==> src/rtl/lkup_arb_pkg.sv <==
package lkup_arb_pkg;
  localparam int unsigned PRIO_W    = 8;
  localparam int unsigned RA_W      = 21;
  localparam int unsigned WA_W      = RA_W - 2;
  localparam int unsigned MB_W      = 32;
  localparam int unsigned RES_WORDS = 3;
  localparam int unsigned RES_W     = MB_W * RES_WORDS;

  typedef struct packed {
    logic              done;
    logic              hit;
    logic              mhit;
    logic [PRIO_W-1:0] prio;
    logic [RA_W-1:0]   addr;
  } mb_word_t;

  typedef enum logic [2:0] {
    PL_IDLE, PL_WAIT, PL_PREQ, PL_PRSP, PL_WREQ, PL_WRSP, PL_FIN
  } poll_st_t;

  typedef enum logic [1:0] {
    FE_IDLE, FE_REQ, FE_RSP, FE_FIN
  } fetch_st_t;
endpackage

==> src/rtl/lkup_mbox_poller.sv <==
module lkup_mbox_poller
  import lkup_arb_pkg::*;
#(
  parameter int unsigned WAIT_W     = 8,
  parameter int unsigned POLL_LIMIT = 8
) (
  input  logic              clk,
  input  logic              rst_n,
  input  logic              start,
  input  logic [WAIT_W-1:0] wait_cycles,
  output logic              mb_rd,
  output logic [1:0]        mb_idx,
  input  logic              mb_rvalid,
  input  logic [MB_W-1:0]   mb_rdata,
  output logic              busy,
  output logic              fin,
  output logic              tmo,
  output mb_word_t          w0,
  output mb_word_t          w1,
  output mb_word_t          w2
);
  localparam int unsigned CNT_W = $clog2(POLL_LIMIT + 1);
  localparam logic [CNT_W-1:0] LAST_POLL = CNT_W'(POLL_LIMIT - 1);

  poll_st_t          st_q, st_d;
  logic [WAIT_W-1:0] wcnt_q, wcnt_d;
  logic [CNT_W-1:0]  pcnt_q, pcnt_d;
  logic [1:0]        idx_q, idx_d;
  logic              tmo_q, tmo_d;
  mb_word_t          w0_q, w1_q, w2_q;
  logic              w0_en, w1_en, w2_en;
  mb_word_t          rsp;

  assign rsp = mb_word_t'(mb_rdata);

  always_comb begin
    st_d   = st_q;
    wcnt_d = wcnt_q;
    pcnt_d = pcnt_q;
    idx_d  = idx_q;
    tmo_d  = tmo_q;
    w0_en  = 1'b0;
    w1_en  = 1'b0;
    w2_en  = 1'b0;
    case (st_q)
      PL_IDLE: begin
        if (start) begin
          st_d   = PL_WAIT;
          wcnt_d = wait_cycles;
          pcnt_d = '0;
          tmo_d  = 1'b0;
        end
      end
      PL_WAIT: begin
        if (wcnt_q == '0) st_d = PL_PREQ;
        else              wcnt_d = wcnt_q - 1'b1;
      end
      PL_PREQ: st_d = PL_PRSP;
      PL_PRSP: begin
        if (mb_rvalid) begin
          if (rsp.done) begin
            w0_en = 1'b1;
            idx_d = 2'd1;
            st_d  = PL_WREQ;
          end else begin
            pcnt_d = pcnt_q + 1'b1;
            if (pcnt_q == LAST_POLL) begin
              tmo_d = 1'b1;
              st_d  = PL_FIN;
            end else begin
              st_d = PL_PREQ;
            end
          end
        end
      end
      PL_WREQ: st_d = PL_WRSP;
      PL_WRSP: begin
        if (mb_rvalid) begin
          if (idx_q == 2'd1) begin
            w1_en = 1'b1;
            idx_d = 2'd2;
            st_d  = PL_WREQ;
          end else begin
            w2_en = 1'b1;
            st_d  = PL_FIN;
          end
        end
      end
      PL_FIN:  st_d = PL_IDLE;
      default: st_d = PL_IDLE;
    endcase
  end

  always_ff @(posedge clk or negedge rst_n) begin
    if (!rst_n) begin
      st_q   <= PL_IDLE;
      wcnt_q <= '0;
      pcnt_q <= '0;
      idx_q  <= '0;
      tmo_q  <= 1'b0;
      w0_q   <= '0;
      w1_q   <= '0;
      w2_q   <= '0;
    end else begin
      st_q   <= st_d;
      wcnt_q <= wcnt_d;
      pcnt_q <= pcnt_d;
      idx_q  <= idx_d;
      tmo_q  <= tmo_d;
      if (w0_en) w0_q <= rsp;
      if (w1_en) w1_q <= rsp;
      if (w2_en) w2_q <= rsp;
    end
  end

  assign mb_rd  = (st_q == PL_PREQ) || (st_q == PL_WREQ);
  assign mb_idx = (st_q == PL_PREQ) ? 2'd0 : idx_q;
  assign busy   = (st_q != PL_IDLE);
  assign fin    = (st_q == PL_FIN);
  assign tmo    = tmo_q;
  assign w0     = w0_q;
  assign w1     = w1_q;
  assign w2     = w2_q;


  word_after_done_chk: assert property (@(posedge clk) disable iff (!rst_n)
    (mb_rd && mb_idx != 2'd0) |-> w0_q.done);


  mbox_single_req_chk: assert property (@(posedge clk) disable iff (!rst_n)
    mb_rd |=> !mb_rd);


  poll_bound_chk: assert property (@(posedge clk) disable iff (!rst_n)
    pcnt_q <= CNT_W'(POLL_LIMIT));
endmodule

==> src/rtl/lkup_prio_select.sv <==
module lkup_prio_select
  import lkup_arb_pkg::*;
(
  input  mb_word_t          pf_w,
  input  mb_word_t          rt_w,
  input  mb_word_t          ax_w,
  input  logic [PRIO_W-1:0] route_prio,
  output logic              pri_valid,
  output logic              pri_route,
  output logic              pri_mhit,
  output logic [WA_W-1:0]   pri_base,
  output logic              aux_valid,
  output logic              aux_mhit,
  output logic [WA_W-1:0]   aux_base
);
  logic filt_wins;
  logic unused_sel;

  assign filt_wins = (pf_w.prio >= route_prio);
  assign pri_valid = pf_w.hit | rt_w.hit;
  assign pri_route = rt_w.hit & ~(pf_w.hit & filt_wins);
  assign pri_mhit  = pri_route ? rt_w.mhit : (pf_w.hit & pf_w.mhit);
  assign pri_base  = pri_route ? rt_w.addr[RA_W-1:2] : pf_w.addr[RA_W-1:2];
  assign aux_valid = ax_w.hit;
  assign aux_mhit  = ax_w.hit & ax_w.mhit;
  assign aux_base  = ax_w.addr[RA_W-1:2];

  assign unused_sel = ^{pf_w.done, rt_w.done, ax_w.done, rt_w.prio, ax_w.prio,
                        pf_w.addr[1:0], rt_w.addr[1:0], ax_w.addr[1:0]};
endmodule

==> src/rtl/lkup_full_fetch.sv <==
module lkup_full_fetch
  import lkup_arb_pkg::*;
(
  input  logic             clk,
  input  logic             rst_n,
  input  logic             go,
  input  logic             pri_need,
  input  logic [WA_W-1:0]  pri_base,
  input  logic             aux_need,
  input  logic [WA_W-1:0]  aux_base,
  output logic             mem_rd,
  output logic [WA_W-1:0]  mem_addr,
  input  logic             mem_rvalid,
  input  logic [MB_W-1:0]  mem_rdata,
  output logic             busy,
  output logic             fin,
  output logic [RES_W-1:0] pri_data,
  output logic [RES_W-1:0] aux_data
);
  localparam logic [1:0] LAST_WORD = 2'(RES_WORDS - 1);

  fetch_st_t             st_q, st_d;
  logic                  slot_q, slot_d;
  logic [1:0]            word_q, word_d;
  logic [1:0]            need_q, need_d;
  logic [1:0][WA_W-1:0]  base_q, base_d;
  logic                  wr_en;
  logic [1:0][RES_W-1:0] slot_data;

  always_comb begin
    st_d   = st_q;
    slot_d = slot_q;
    word_d = word_q;
    need_d = need_q;
    base_d = base_q;
    case (st_q)
      FE_IDLE: begin
        if (go) begin
          need_d = {aux_need, pri_need};
          base_d = {aux_base, pri_base};
          word_d = '0;
          slot_d = ~pri_need;
          st_d   = (pri_need | aux_need) ? FE_REQ : FE_FIN;
        end
      end
      FE_REQ: st_d = FE_RSP;
      FE_RSP: begin
        if (mem_rvalid) begin
          if (word_q == LAST_WORD) begin
            word_d = '0;
            if (!slot_q && need_q[1]) begin
              slot_d = 1'b1;
              st_d   = FE_REQ;
            end else begin
              st_d = FE_FIN;
            end
          end else begin
            word_d = word_q + 1'b1;
            st_d   = FE_REQ;
          end
        end
      end
      FE_FIN:  st_d = FE_IDLE;
      default: st_d = FE_IDLE;
    endcase
  end

  always_ff @(posedge clk or negedge rst_n) begin
    if (!rst_n) begin
      st_q   <= FE_IDLE;
      slot_q <= 1'b0;
      word_q <= '0;
      need_q <= '0;
      base_q <= '0;
    end else begin
      st_q   <= st_d;
      slot_q <= slot_d;
      word_q <= word_d;
      need_q <= need_d;
      base_q <= base_d;
    end
  end

  assign wr_en = (st_q == FE_RSP) && mem_rvalid;

  for (genvar s = 0; s < 2; s++) begin : g_slot
    for (genvar k = 0; k < RES_WORDS; k++) begin : g_word
      logic word_en;
      logic [MB_W-1:0] word_r;
      assign word_en = wr_en && (slot_q == 1'(s)) && (word_q == 2'(k));
      always_ff @(posedge clk or negedge rst_n) begin
        if (!rst_n)       word_r <= '0;
        else if (word_en) word_r <= mem_rdata;
      end
      assign slot_data[s][k*MB_W +: MB_W] = word_r;
    end
  end

  assign pri_data = slot_data[0];
  assign aux_data = slot_data[1];
  assign mem_rd   = (st_q == FE_REQ);
  assign mem_addr = base_q[slot_q] + WA_W'(word_q);
  assign busy     = (st_q != FE_IDLE);
  assign fin      = (st_q == FE_FIN);


  fetch_valid_slot_chk: assert property (@(posedge clk) disable iff (!rst_n)
    mem_rd |-> need_q[slot_q]);


  fetch_single_req_chk: assert property (@(posedge clk) disable iff (!rst_n)
    mem_rd |=> !mem_rd);
endmodule

==> src/rtl/lkup_result_arb.sv <==
module lkup_result_arb
  import lkup_arb_pkg::*;
#(
  parameter int unsigned WAIT_W     = 8,
  parameter int unsigned POLL_LIMIT = 8
) (
  input  logic              clk,
  input  logic              rst_n,
  input  logic              start,
  input  logic [WAIT_W-1:0] wait_cycles,
  input  logic [7:0]        route_prio,
  output logic              mb_rd,
  output logic [1:0]        mb_idx,
  input  logic              mb_rvalid,
  input  logic [31:0]       mb_rdata,
  output logic              mem_rd,
  output logic [18:0]       mem_addr,
  input  logic              mem_rvalid,
  input  logic [31:0]       mem_rdata,
  output logic              busy,
  output logic              done,
  output logic              timeout,
  output logic              pri_valid,
  output logic              pri_from_route,
  output logic              pri_mhit,
  output logic              aux_valid,
  output logic              aux_mhit,
  output logic [95:0]       pri_data,
  output logic [95:0]       aux_data
);
  mb_word_t        w0, w1, w2;
  logic            pl_busy, pl_fin, pl_tmo, fe_busy, fe_fin, fe_go;
  logic            sel_pv, sel_route, sel_pmh, sel_av, sel_amh;
  logic [WA_W-1:0] sel_pbase, sel_abase;
  logic            out_en;

  logic done_q, done_d, tmo_q, tmo_d, pv_q, pv_d, prt_q, prt_d;
  logic pmh_q, pmh_d, av_q, av_d, amh_q, amh_d;

  lkup_mbox_poller #(.WAIT_W(WAIT_W), .POLL_LIMIT(POLL_LIMIT)) u_poll (
    .clk(clk), .rst_n(rst_n), .start(start & ~fe_busy), .wait_cycles(wait_cycles),
    .mb_rd(mb_rd), .mb_idx(mb_idx), .mb_rvalid(mb_rvalid), .mb_rdata(mb_rdata),
    .busy(pl_busy), .fin(pl_fin), .tmo(pl_tmo), .w0(w0), .w1(w1), .w2(w2)
  );

  lkup_prio_select u_sel (
    .pf_w(w0), .rt_w(w1), .ax_w(w2), .route_prio(route_prio),
    .pri_valid(sel_pv), .pri_route(sel_route), .pri_mhit(sel_pmh), .pri_base(sel_pbase),
    .aux_valid(sel_av), .aux_mhit(sel_amh), .aux_base(sel_abase)
  );

  assign fe_go = pl_fin & ~pl_tmo;

  lkup_full_fetch u_fetch (
    .clk(clk), .rst_n(rst_n), .go(fe_go),
    .pri_need(sel_pv), .pri_base(sel_pbase), .aux_need(sel_av), .aux_base(sel_abase),
    .mem_rd(mem_rd), .mem_addr(mem_addr), .mem_rvalid(mem_rvalid), .mem_rdata(mem_rdata),
    .busy(fe_busy), .fin(fe_fin), .pri_data(pri_data), .aux_data(aux_data)
  );

  assign out_en = fe_fin | (pl_fin & pl_tmo);

  always_comb begin
    done_d = out_en;
    tmo_d  = tmo_q;
    pv_d   = pv_q;
    prt_d  = prt_q;
    pmh_d  = pmh_q;
    av_d   = av_q;
    amh_d  = amh_q;
    if (out_en) begin
      tmo_d = pl_tmo;
      pv_d  = sel_pv    & ~pl_tmo;
      prt_d = sel_route & ~pl_tmo;
      pmh_d = sel_pmh   & ~pl_tmo;
      av_d  = sel_av    & ~pl_tmo;
      amh_d = sel_amh   & ~pl_tmo;
    end
  end

  always_ff @(posedge clk or negedge rst_n) begin
    if (!rst_n) begin
      done_q <= 1'b0;
      tmo_q  <= 1'b0;
      pv_q   <= 1'b0;
      prt_q  <= 1'b0;
      pmh_q  <= 1'b0;
      av_q   <= 1'b0;
      amh_q  <= 1'b0;
    end else begin
      done_q <= done_d;
      tmo_q  <= tmo_d;
      pv_q   <= pv_d;
      prt_q  <= prt_d;
      pmh_q  <= pmh_d;
      av_q   <= av_d;
      amh_q  <= amh_d;
    end
  end

  assign busy           = pl_busy | fe_busy;
  assign done           = done_q;
  assign timeout        = tmo_q;
  assign pri_valid      = pv_q;
  assign pri_from_route = prt_q;
  assign pri_mhit       = pmh_q;
  assign aux_valid      = av_q;
  assign aux_mhit       = amh_q;


  tmo_no_result_chk: assert property (@(posedge clk) disable iff (!rst_n)
    done |-> !(timeout && (pri_valid || aux_valid)));


  done_pulse_chk: assert property (@(posedge clk) disable iff (!rst_n)
    done |=> !done);


  route_needs_valid_chk: assert property (@(posedge clk) disable iff (!rst_n)
    pri_from_route |-> pri_valid);


  tmo_no_fetch_chk: assert property (@(posedge clk) disable iff (!rst_n)
    (pl_fin && pl_tmo) |=> !mem_rd);
endmodule

==> config.mk <==
export PLATFORM = sky130hd
export DESIGN_NAME = lkup_result_arb
export DESIGN_NICKNAME = d
export VERILOG_FILES = /design/src/rtl/lkup_arb_pkg.sv /design/src/rtl/lkup_mbox_poller.sv /design/src/rtl/lkup_prio_select.sv /design/src/rtl/lkup_full_fetch.sv /design/src/rtl/lkup_result_arb.sv
export SDC_FILE = /design/constraint.sdc
export NUM_CORES = 1
export LEC_CHECK = 0
export BUFFER_PORTS_ARGS = -buffer_cell sky130_fd_sc_hd__buf_2
export CORE_ASPECT_RATIO = 0.8
export CORE_MARGIN = 1.5
export CORE_UTILIZATION = 52
export CTS_BUF_LIST = sky130_fd_sc_hd__clkbuf_2 sky130_fd_sc_hd__clkbuf_4 sky130_fd_sc_hd__clkbuf_8
export CTS_CLUSTER_DIAMETER = 80
export CTS_CLUSTER_SIZE = 30
export DETAILED_ROUTE_END_ITERATION = 12
export PLACE_DENSITY = 0.79
export SYNTH_ARGS = -nofsm -noshare
export SYNTH_HDL_FRONTEND = slang
export SYNTH_HIERARCHICAL = 1
export SYNTH_SLANG_ARGS = --single-unit
==> constraint.sdc <==
create_clock -name clk -period 3.54 [get_ports clk]
set_input_delay 1.062 -clock clk [delete_from_list [all_inputs] [get_ports clk]]
set_output_delay 1.062 -clock clk [all_outputs]
set_load 0.02 [all_outputs]
==> impl_metrics.ini <==
[clocking]
ctsLongestPathBuffers = 3
cts.sinks = 332
cts_tree = yes
root_buffer = clkbuf_8
cts_made_buffers = 15
htree_levels = 1
clock_latency_ps = 550
path_clk_slew_ps = 160
cts_hold_buf = 0

[placed_design]
place_area_mm2 = 0.0164
place_inst = 1639
hpwl_mm = 23.9
io_buffers = 305
gp_congestion = 0.825

[cells_and_area]
nets = 1402
final_util_pct = 62.4
area_growth_pct = 17.3
stdcell_area_mm2 = 0.0171
finalNonFillerCells = 1672
drive_gt1_share_pct = 55.6

[grt]
antenna_found_initial = 2
grt_pass1_vias = 9521
grt_pass1_wl_mm = 53.8
track_usage_pct = 23.5
grt_max_degree = 81
grt_overflow = 0

[worst_setup_path]
crit_type = reg2out
end_kind = primary output
worstPathArrival_ps = 2890
cp-start-kind = flop
worstPathRequired_ps = 2480
critPathMaxFanout = 4

[timing]
skew_ps = 16.0
finalMaxSlewViolations = 0
setup_violations = 15
period_share_pct = 112
worst_pin_slew_ps = 678
rsz0062_at_grt = yes
final_hold_viol_count = 0
fmax_mhz = 253
slew_headroom_pct = 54.8
finalCriticalPeriod_ps = 3950
setup_ws_ps = -410

[run_status]
status = finished with violations
violations = setup timing

[yosys]
synth_fp_nets = 1114
synth.avg_cell_area_um2 = 14.3
syn_inst = 1015
yosys_warnings = 6
synth_area_mm2 = 0.0145

[routing]
antenna_left = 0
first_iter_violations = 462
vias = 9209
routedWlPerCell_um = 20.3
first_pass_iters = 4
vias_per_cell = 5.51
drc = 0
routed_wl_mm = 34.0

[pwr]
leakagePower_uw = 0.00873
power_switching_uw = 5700
p_int_uw = 8840
pwr-share-clk_pct = 11.2
power.density_mw_per_mm2 = 852
power_frac_seq_pct = 44.1
p_comb_share_pct = 44.7
p_sw_share_pct = 39.2
p_total_uw = 14500
vdd_drop_max_uv = 476

[floorplan]
dieArea_mm2 = 0.0290
placement_rows = 54
die_height_um = 153
initial_core_util_pct = 53.2
core_mm2 = 0.0274
die_width_um = 190
io_pins = 308

[min_path]
min_path_type = in2async

[run]
maxCapViolCount = 0
final timing paths:
| path | start | endpoint | slack (ps) | cells after the start |
|---|---|---|---|---|
| max in group asynchronous | rst_n | u_fetch/g_slot[0].g_word[1].word_r[10] | 2260 | 2 |
| worst min register to register | u_fetch/g_slot[1].g_word[1].word_r[6] | u_fetch/g_slot[1].g_word[1].word_r[6] | 500 | 1 |
| worst min-delay path | rst_n | u_fetch/g_slot[1].g_word[0].word_r[11] | 500 | 1 |
| min in group clk | u_fetch/g_slot[1].g_word[1].word_r[6] | u_fetch/g_slot[1].g_word[1].word_r[6] | 500 | 1 |
| worst max register to register | u_poll/st_q[1] | u_fetch/base_q[16] | 1000 | 6 |
| worst max-delay path | u_fetch/slot_q | mem_addr[16] | -410 | 9 |
registers in the layout, indices dropped and copies added, names as in the netlist, 2 cells and up:
name,cells
u_fetch/g_slot.g_word.word_r,192
u_fetch/base_q,38
u_poll/w0,29
u_poll/w1,21
u_poll/w2,21
u_poll/wcnt_q,8
u_poll/pcnt_q,4
u_poll/st_q,3
u_fetch/st_q,2
u_fetch/word_q,2
u_poll/idx_q,2
power by group through the flow:
stage	Combinational [uW]	Clock, uW	Sequential (uW)
after detailed placement	6320	0	6490
after global routing	6930	1800	6630
after floorplan	3440	0	7380
after CTS	6460	1690	6400
final	6500	1630	6410
after global placement	6130	0	6370
layout make-up:
type	instances	area [um^2]
tap	364	455
timing repair buffer	339	1960
fill	2100	10300
inverter	29	109
antenna	2	5.00
multi-input combinational	586	5960
clock buffer	16	214
clock inverter	4	58.8
sequential	332	8310
metrics by stage:
| stage | TNS, ps | hold slack, ps | worst slack, ps |
|---|---|---|---|
| global route | -5570 | 515 | -523 |
| detailed placement | 0 | 471 | 127 |
| floorplan | -548 | 458 | -144 |
| global placement | 0 | 463 | 149 |
| CTS | -3800 | 496 | -418 |
| finish | -3790 | 496 | -410 |
cells in the final DEF, fill, tap and decap left out, drive strengths merged, types with 4 or more instances in the layout:
cell type    n
a21oi        8
and3         4
buf        339
clkbuf      16
dfrtp      332
ha          13
inv         31
mux2       324
mux2i       20
nand2       35
nand2b       7
nand3       15
nand4        5
nand4b       5
nor2        19
nor2b        8
nor3         9
nor3b        5
o21ai       26
o32ai        5
xnor2       13
xor2         7
critical path, cell delays in order (launching register included):
cell and delay, ps:
dfrtp_2 460, buf_4 150, mux2i_4 190, fa_2 390, nand4b_1 250, nor3_4 260, o21ai_4 110, nand3b_1 210
xor2_2 170, buf_6 140
repair_timing:
item                       in CTS  in global routing
pin swaps                      13                 10
setup endpoints to repair      15                 16
hold endpoints to repair        0                  0
resized for setup              37                 24
setup buffers                   6                  5
per-layer routing:
layer | global-route usage [%] | up-vias | routed length (um)
met5 | 0 | - | 0
met4 | 6.76 | 0 | 911
met3 | 2.99 | 52 | 1440
met2 | 39.6 | 253 | 16600
met1 | 32.0 | 4760 | 15000
li1 | - | 4144 | -
(Power assumes the default switching activity.)
